File: src/rtl/codec_reg_pkg.sv
package codec_reg_pkg;
  typedef enum logic [1:0] {
    PORT_INDEX  = 2'd0,
    PORT_DATA   = 2'd1,
    PORT_STATUS = 2'd2,
    PORT_PIO    = 2'd3
  } port_e;

  localparam int IX_FMT      = 8;
  localparam int IX_CFG      = 9;
  localparam int IX_PIN      = 10;
  localparam int IX_INIT     = 11;
  localparam int IX_MODE     = 12;
  localparam int IX_CNT_HI   = 14;
  localparam int IX_CNT_LO   = 15;
  localparam int IX_RSV_A    = 22;
  localparam int IX_ALT_STAT = 24;
  localparam int IX_RSV_B    = 27;
  localparam int IX_RSV_C    = 29;

  localparam int MCE_BIT   = 6;
  localparam int MODE2_BIT = 6;
  localparam int PB_IRQ_BIT = 4;

  function automatic logic [7:0] ireg_reset(input int idx);
    case (idx)
      2, 3, 4, 5, 18, 19: return 8'h88;
      6, 7:               return 8'h80;
      9:                  return 8'h08;
      12:                 return 8'h8A;
      25, 26:             return 8'hA0;
      default:            return 8'h00;
    endcase
  endfunction

  function automatic logic ireg_locked(input int idx);
    return (idx == IX_INIT) || (idx == IX_RSV_A) || (idx == IX_RSV_B) || (idx == IX_RSV_C);
  endfunction
endpackage

File: src/rtl/codec_index_port.sv
module codec_index_port #(
  parameter int DW = 8,
  parameter int IW = 5
) (
  input  logic          clk_i,
  input  logic          rst_ni,
  input  logic          wr_i,
  input  logic [DW-1:0] wdata_i,
  input  logic          mode2_i,
  output logic [DW-1:0] idx_o,
  output logic [IW-1:0] iaddr_o,
  output logic          mce_o,
  output logic          mce_rise_o
);
  import codec_reg_pkg::*;

  logic [DW-1:0] idx_q;

  always_ff @(posedge clk_i or negedge rst_ni) begin
    if (!rst_ni) idx_q <= DW'(8'h40);
    else if (wr_i) idx_q <= {1'b0, wdata_i[DW-2:0]};
  end

  assign idx_o      = idx_q;
  assign mce_o      = idx_q[MCE_BIT];
  assign mce_rise_o = wr_i && !idx_q[MCE_BIT] && wdata_i[MCE_BIT];
  // legacy mode folds the top index bit away
  assign iaddr_o    = mode2_i ? idx_q[IW-1:0] : {1'b0, idx_q[IW-2:0]};

  p_legacy_win_r3: assert property (@(posedge clk_i) disable iff (!rst_ni)
    !mode2_i |-> !iaddr_o[IW-1]);
endmodule

File: src/rtl/codec_cal_emu.sv
module codec_cal_emu #(
  parameter int CAL_LOAD = 1,
  parameter int CW = 1
) (
  input  logic clk_i,
  input  logic rst_ni,
  input  logic load_i,
  input  logic rd_i,
  output logic busy_o
);
  logic [CW-1:0] cnt_q;

  always_ff @(posedge clk_i or negedge rst_ni) begin
    if (!rst_ni)             cnt_q <= '0;
    else if (load_i)         cnt_q <= CW'(CAL_LOAD);
    else if (rd_i && busy_o) cnt_q <= cnt_q - 1'b1;
  end

  assign busy_o = cnt_q != '0;

  p_cal_load_r8: assert property (@(posedge clk_i) disable iff (!rst_ni)
    load_i |=> cnt_q == CW'(CAL_LOAD));
  p_cal_dec_r8: assert property (@(posedge clk_i) disable iff (!rst_ni)
    (rd_i && busy_o && !load_i) |=> cnt_q == $past(cnt_q) - 1'b1);
  p_cal_idle_r8: assert property (@(posedge clk_i) disable iff (!rst_ni)
    (!load_i && !rd_i) |=> $stable(cnt_q));
endmodule

File: src/rtl/codec_ireg_file.sv
module codec_ireg_file #(
  parameter int DW   = 8,
  parameter int NREG = 32,
  parameter int IW   = 5
) (
  input  logic                     clk_i,
  input  logic                     rst_ni,
  input  logic                     wr_i,
  input  logic [IW-1:0]            iaddr_i,
  input  logic [DW-1:0]            wdata_i,
  input  logic                     mce_i,
  input  logic                     stat_clr_i,
  input  logic                     pb_done_i,
  output logic [NREG-1:0][DW-1:0]  regs_o,
  output logic                     int_o
);
  import codec_reg_pkg::*;

  logic [NREG-1:0][DW-1:0] regs_q;
  logic [DW-1:0]           nv;
  logic                    gate_ok;
  logic                    int_q;

  always_comb begin
    nv      = wdata_i;
    gate_ok = 1'b1;
    case (int'(iaddr_i))
      IX_FMT: begin
        if (!mce_i) begin
          if (regs_q[IX_ALT_STAT][PB_IRQ_BIT])
            nv = {wdata_i[DW-1:4], regs_q[IX_FMT][3:0]};
          else
            gate_ok = 1'b0;
        end
      end
      IX_CFG:  nv = wdata_i & ~DW'(8'h20);
      IX_MODE: begin
        nv = regs_q[IX_MODE];
        nv[MODE2_BIT] = wdata_i[MODE2_BIT];
      end
      default: ;
    endcase
  end

  for (genvar i = 0; i < NREG; i++) begin : g_reg
    if (ireg_locked(i)) begin : g_lock
      assign regs_q[i] = DW'(ireg_reset(i));
    end else if (i == IX_ALT_STAT) begin : g_alt
      logic [DW-1:0] q;
      always_ff @(posedge clk_i or negedge rst_ni) begin
        if (!rst_ni) q <= DW'(ireg_reset(i));
        else begin
          if (wr_i && int'(iaddr_i) == i) q <= nv;
          if (stat_clr_i) q[6:4] <= 3'b000;
          if (pb_done_i) q[PB_IRQ_BIT] <= 1'b1;
        end
      end
      assign regs_q[i] = q;
    end else begin : g_std
      logic [DW-1:0] q;
      always_ff @(posedge clk_i or negedge rst_ni) begin
        if (!rst_ni) q <= DW'(ireg_reset(i));
        else if (wr_i && gate_ok && int'(iaddr_i) == i) q <= nv;
      end
      assign regs_q[i] = q;
    end
  end

  logic alt_fall;
  assign alt_fall = wr_i && int'(iaddr_i) == IX_ALT_STAT &&
                    regs_q[IX_ALT_STAT][PB_IRQ_BIT] && !wdata_i[PB_IRQ_BIT];

  always_ff @(posedge clk_i or negedge rst_ni) begin
    if (!rst_ni)                     int_q <= 1'b0;
    else if (pb_done_i)              int_q <= 1'b1;
    else if (stat_clr_i || alt_fall) int_q <= 1'b0;
  end

  assign regs_o = regs_q;
  assign int_o  = int_q;

  p_fmt_drop_r7: assert property (@(posedge clk_i) disable iff (!rst_ni)
    (wr_i && int'(iaddr_i) == IX_FMT && !mce_i && !regs_q[IX_ALT_STAT][PB_IRQ_BIT])
    |=> $stable(regs_q[IX_FMT]));
  p_fmt_low_keep_r7: assert property (@(posedge clk_i) disable iff (!rst_ni)
    (wr_i && int'(iaddr_i) == IX_FMT && !mce_i) |=> $stable(regs_q[IX_FMT][3:0]));
  p_mode_fixed_r4: assert property (@(posedge clk_i) disable iff (!rst_ni)
    (regs_q[IX_MODE] & ~DW'(8'h40)) == DW'(8'h8A));
  p_cfg_b5_r6: assert property (@(posedge clk_i) disable iff (!rst_ni)
    !regs_q[IX_CFG][5]);
  p_stat_clr_r9: assert property (@(posedge clk_i) disable iff (!rst_ni)
    (stat_clr_i && !pb_done_i) |=> !int_o && regs_q[IX_ALT_STAT][6:4] == 3'b000);
  p_alt_clr_r10: assert property (@(posedge clk_i) disable iff (!rst_ni)
    (alt_fall && !pb_done_i) |=> !int_o);
  p_pb_set_r11: assert property (@(posedge clk_i) disable iff (!rst_ni)
    pb_done_i |=> int_o && regs_q[IX_ALT_STAT][PB_IRQ_BIT]);
endmodule

File: src/rtl/codec_regs.sv
module codec_regs #(
  parameter int NREG     = 32,
  parameter int CAL_LOAD = 1
) (
  input  logic        clk_i,
  input  logic        rst_ni,
  input  logic [1:0]  addr_i,
  input  logic        wr_i,
  input  logic        rd_i,
  input  logic [7:0]  wdata_i,
  input  logic        pb_done_i,
  output logic [7:0]  rdata_o,
  output logic        irq_o,
  output logic [7:0]  play_fmt_o,
  output logic        play_en_o,
  output logic        irq_en_o,
  output logic [15:0] play_count_o,
  output logic        mode2_o
);
  import codec_reg_pkg::*;

  localparam int DW = 8;
  localparam int IW = $clog2(NREG);
  localparam int CW = $clog2(CAL_LOAD + 1);

  port_e port;
  assign port = port_e'(addr_i);

  logic [DW-1:0]           idx;
  logic [IW-1:0]           iaddr;
  logic                    mce, mce_rise, cal_busy, int_flag;
  logic [NREG-1:0][DW-1:0] regs;

  codec_index_port #(.DW(DW), .IW(IW)) u_index (
    .clk_i, .rst_ni,
    .wr_i      (wr_i && port == PORT_INDEX),
    .wdata_i,
    .mode2_i   (mode2_o),
    .idx_o     (idx),
    .iaddr_o   (iaddr),
    .mce_o     (mce),
    .mce_rise_o(mce_rise)
  );

  codec_cal_emu #(.CAL_LOAD(CAL_LOAD), .CW(CW)) u_cal (
    .clk_i, .rst_ni,
    .load_i (mce_rise && regs[IX_CFG][4:3] != 2'b00),
    .rd_i   (rd_i && port == PORT_DATA && int'(iaddr) == IX_INIT),
    .busy_o (cal_busy)
  );

  codec_ireg_file #(.DW(DW), .NREG(NREG), .IW(IW)) u_regs (
    .clk_i, .rst_ni,
    .wr_i       (wr_i && port == PORT_DATA),
    .iaddr_i    (iaddr),
    .wdata_i,
    .mce_i      (mce),
    .stat_clr_i (wr_i && port == PORT_STATUS),
    .pb_done_i,
    .regs_o     (regs),
    .int_o      (int_flag)
  );

  always_comb begin
    case (port)
      PORT_INDEX:  rdata_o = idx;
      PORT_DATA: begin
        rdata_o = regs[iaddr];
        if (int'(iaddr) == IX_INIT && cal_busy) rdata_o[5] = 1'b1;
      end
      PORT_STATUS: rdata_o = {7'b0, int_flag};
      default:     rdata_o = '0;
    endcase
  end

  assign irq_o        = int_flag;
  assign mode2_o      = regs[IX_MODE][MODE2_BIT];
  assign play_fmt_o   = regs[IX_FMT];
  assign play_en_o    = regs[IX_CFG][0];
  assign irq_en_o     = regs[IX_PIN][1];
  assign play_count_o = {regs[IX_CNT_HI], regs[IX_CNT_LO]};

  p_idx_msb_r2: assert property (@(posedge clk_i) disable iff (!rst_ni)
    port == PORT_INDEX |-> !rdata_o[7]);
  p_pio_zero_r13: assert property (@(posedge clk_i) disable iff (!rst_ni)
    port == PORT_PIO |-> rdata_o == 8'h00);
endmodule

File: config.mk
export PLATFORM = sky130hd
export DESIGN_NAME = codec_regs
export DESIGN_NICKNAME = d
export VERILOG_FILES = /design/src/rtl/codec_reg_pkg.sv /design/src/rtl/codec_index_port.sv /design/src/rtl/codec_cal_emu.sv /design/src/rtl/codec_ireg_file.sv /design/src/rtl/codec_regs.sv
export SDC_FILE = /design/constraint.sdc
export NUM_CORES = 1
export LEC_CHECK = 0
export BUFFER_PORTS_ARGS = -buffer_cell sky130_fd_sc_hd__buf_2
export CAP_MARGIN = 20
export CORE_ASPECT_RATIO = 1.1
export CORE_UTILIZATION = 65
export DETAILED_ROUTE_END_ITERATION = 8
export PLACE_DENSITY_LB_ADDON = 0.15
export SYNTH_ARGS = -nofsm -noshare
export SYNTH_HDL_FRONTEND = slang
export SYNTH_HIERARCHICAL = 1
export SYNTH_SLANG_ARGS = --single-unit
File: constraint.sdc
create_clock -name clk_i -period 3.85 [get_ports clk_i]
set_input_delay 0.77 -clock clk_i [delete_from_list [all_inputs] [get_ports clk_i]]
set_output_delay 0.77 -clock clk_i [all_outputs]
set_load 0.05 [all_outputs]
==> impl_metrics.tcl <==
set metrics [dict create \
    boundaryPins 51 \
    finalMaxSlewViolations 0 \
    grt_overflow 0 \
    fmax_ghz 0.2627 \
    async_flop_share_pct 100.0 \
    cts-htree-levels 1 \
    rr_startpoint "u_index/idx_o[2]" \
    root_buffer "clkbuf_16" \
    skew_ns 0.01080 \
    rr_worst_depth 5 \
    crit_chain "buf_4 -> mux4_1 -> mux2i_1 -> nor3_1 -> o32a_1 -> buf_2" \
    fin_tns_setup_ns 0 \
    rsz0062_at_grt "false" \
    synth_area_leaders "dfrtp_1 (43%), mux2_2 (8.0%), mux4_2 (7.8%)" \
    start_util_pct 67.43 \
    drtPass1Iterations 5 \
    wirelength_um 33460 \
    nets 1010 \
    grt_max_degree 118 \
    ir_worst_vdd_mv 0.5468 \
    timing.final.crit_share_pct 98.87 \
    status "finished, final reports clean" \
    wire_per_inst_um 26.73 \
    yosys.area.top_type_share_pct 43.46 \
    via_per_inst 7.255 \
    layout_commonest_cell "dfrtp_1" \
    cp-start-kind "register" \
    slew_headroom_pct 22.49 \
    power_density_nw_per_um2 609.9 \
    p_leak_nw 5.943 \
    die_x_um 132.0 \
    ys_types 65 \
    die_area_um2 19150 \
    clk_path_buf_depth 3 \
    crit_type "register to primary output" \
    worstMarginPinSlew_ns 1.158 \
    grt.total_usage_pct 36.02 \
    io_buffers 50 \
    worstReg2RegEnd "u_regs/g_reg[20].g_std.q[7]" \
    synth_area_leader_cell "dfrtp_1" \
    syn_area_per_cell_um2 12.21 \
    ant_nets 0 \
    p_total_w 0.008113 \
    finalSetupViolCount 0 \
    critPathMaxFanout 54 \
    hpwl_um 21800 \
    ys_seq_elements 233 \
    clk_pin_slew_ns 0.06 \
    cp.required_ns 3.08 \
    tritoncts "built" \
    cp-startpoint "u_index/idx_o[2]" \
    rrSetupSlack_ns 0.82 \
    first_global_vias 9209 \
    layout_common_cells "dfrtp_1 (206), o21ai_0 (89), a21oi_1 (88)" \
    coreArea_um2 17930 \
    syn-instance-count 990 \
    holdWs_ns 0.2975 \
    die_y_um 145.0 \
    vias 9083 \
    gp_congestion 0.9949 \
    grt_antenna_before_repair 0 \
    grt_pass1_wl_um 53230 \
    maxCapViolations 0 \
    fillCellCount 1140 \
    cts_made_buffers 25 \
    cpPeakStageDelay_ns 0.89 \
    critPathArrivalTime_ns 3.04 \
    yosys_warnings 6 \
    drtIter0Drc 958 \
    syn2layout_area_growth_pct 10.02 \
    row_count 51 \
    hp-class "primary input to async pin" \
    hold_buffers 0 \
    insertion_delay_ns 0.53 \
    seq_area_frac_synth_pct 48.46 \
    crit_path_end_kind "primary output" \
    remaining_drc_errors 0 \
    synth-edff-count 0 \
    synth_flop_cell "dfrtp_1" \
    period_needed_ns 3.807 \
    final_hold_viol_count 0 \
    cpMaxStageDelayCell "dfrtp_4" \
    clock-sinks 233 \
    synth_area_um2 12090 \
    drive_above_1_share_pct 30.60 \
]
synthesized netlist by cell type (3+ instances only):
library cell / number
dfrtp_1: 210
mux4_2: 42
nor2_1: 32
and2_1: 5
buf_4: 39
nand3_1: 8
and4b_1: 4
o31ai_1: 41
nor3_1: 3
nor4bb_1: 3
mux2_4: 7
mux2_2: 86
nand2_1: 20
o41ai_1: 49
o22ai_1: 8
inv_1: 6
or2_2: 5
nand4b_1: 4
buf_2: 21
nor2b_1: 9
clkbuf_1: 80
o21ai_0: 89
a31oi_1: 4
buf_6: 6
nand2b_1: 8
dfstp_2: 23
a21oi_1: 88
nand4bb_1: 3
a211oi_1: 3
clkinv_1: 3
a32o_1: 5
mux2i_1: 14
mux4_1: 23
registers in the layout, indices dropped and copies added, names as in the netlist:
signal,flops
u_regs/g.g_alt.q,8
u_index/idx_o,7
u_cal/busy_o,1
u_regs/int_o,1
u_regs/g.g_std.q,216
layer usage:
metal / part of all wire [%] / global-route usage [%]
met5: 0 / 0
met4: 4.0 / 14.59
met3: 8.4 / 5.486
met2: 50 / 60.16
met1: 38 / 47.47
per-stage QoR:
step                cells  worst slack [ns]  utilization [%]  cell area (µm²)
finish               1252           0.04347            74.18            13300
global placement     1200            0.5763            68.96            12360
CTS                  1246           0.06718            73.87            13250
floorplan            1021           -0.1862                -            12230
detailed placement   1200            0.5334            68.96            12360
global route         1251           0.01597            74.17            13300
report_power, final:
part | leakage, nW | switching (W) | internal [W]
logic | 2.46 | 0.00134 | 0.000915
registers | 3.06 | 0.000381 | 0.00293
clock network | 0.421 | 0.000972 | 0.00158
worst max-delay path: cells and delay by family (launching register included):
| kind | cells | cell delay [ns] |
|---|---|---|
| buffers and inverters | 2 | 0.53 |
| AO/OA/AOI/OAI | 1 | 0.41 |
| AND/OR/NAND/NOR | 1 | 0.10 |
| flip-flops | 1 | 0.89 |
| multiplexers | 2 | 0.53 |
worst max-delay path by stage:
stage / end / depth (start not counted) / slack [ns]
4_1_cts: rdata_o[5] / 6 / 0.07
2_1_floorplan: rdata_o[5] / 5 / -0.19
5_1_grt: rdata_o[0] / 6 / 0.02
3_3_place_gp: rdata_o[5] / 6 / 0.58
3_5_place_dp: rdata_o[5] / 6 / 0.53
6_report: rdata_o[0] / 6 / 0.04
kinds of logic (layout without fill, tap and decap cells):
group	after synthesis	in the layout	synth area share (%)
flip-flops	233	233	48.46
XOR/XNOR	1	1	0.07245
other	2	34	0.06212
buffers and inverters	157	149	6.768
multiplexers	172	172	22.86
AO/OA/AOI/OAI	308	308	16.13
AND/OR/NAND/NOR	117	117	5.640
repair_timing:
item	4_1_cts	5_1_grt
buffers inserted	1	5
endpoints found under the setup margin	1	2
resized for setup	0	1
cell type report:
class / count / area [µm²] / area share, %
Inverter: 9 / 33.78 / 0.2540
Tap cell: 238 / 297.8 / 2.239
Timing Repair Buffer: 95 / 664.4 / 4.995
Sequential cell: 233 / 5872 / 44.14
Clock buffer: 39 / 738.2 / 5.550
Clock inverter: 6 / 132.6 / 0.9971
Multi-Input combinational cell: 631 / 5560 / 41.80
Antenna cell: 1 / 2.502 / 0.01881
Power figures use the tool's default switching activity.
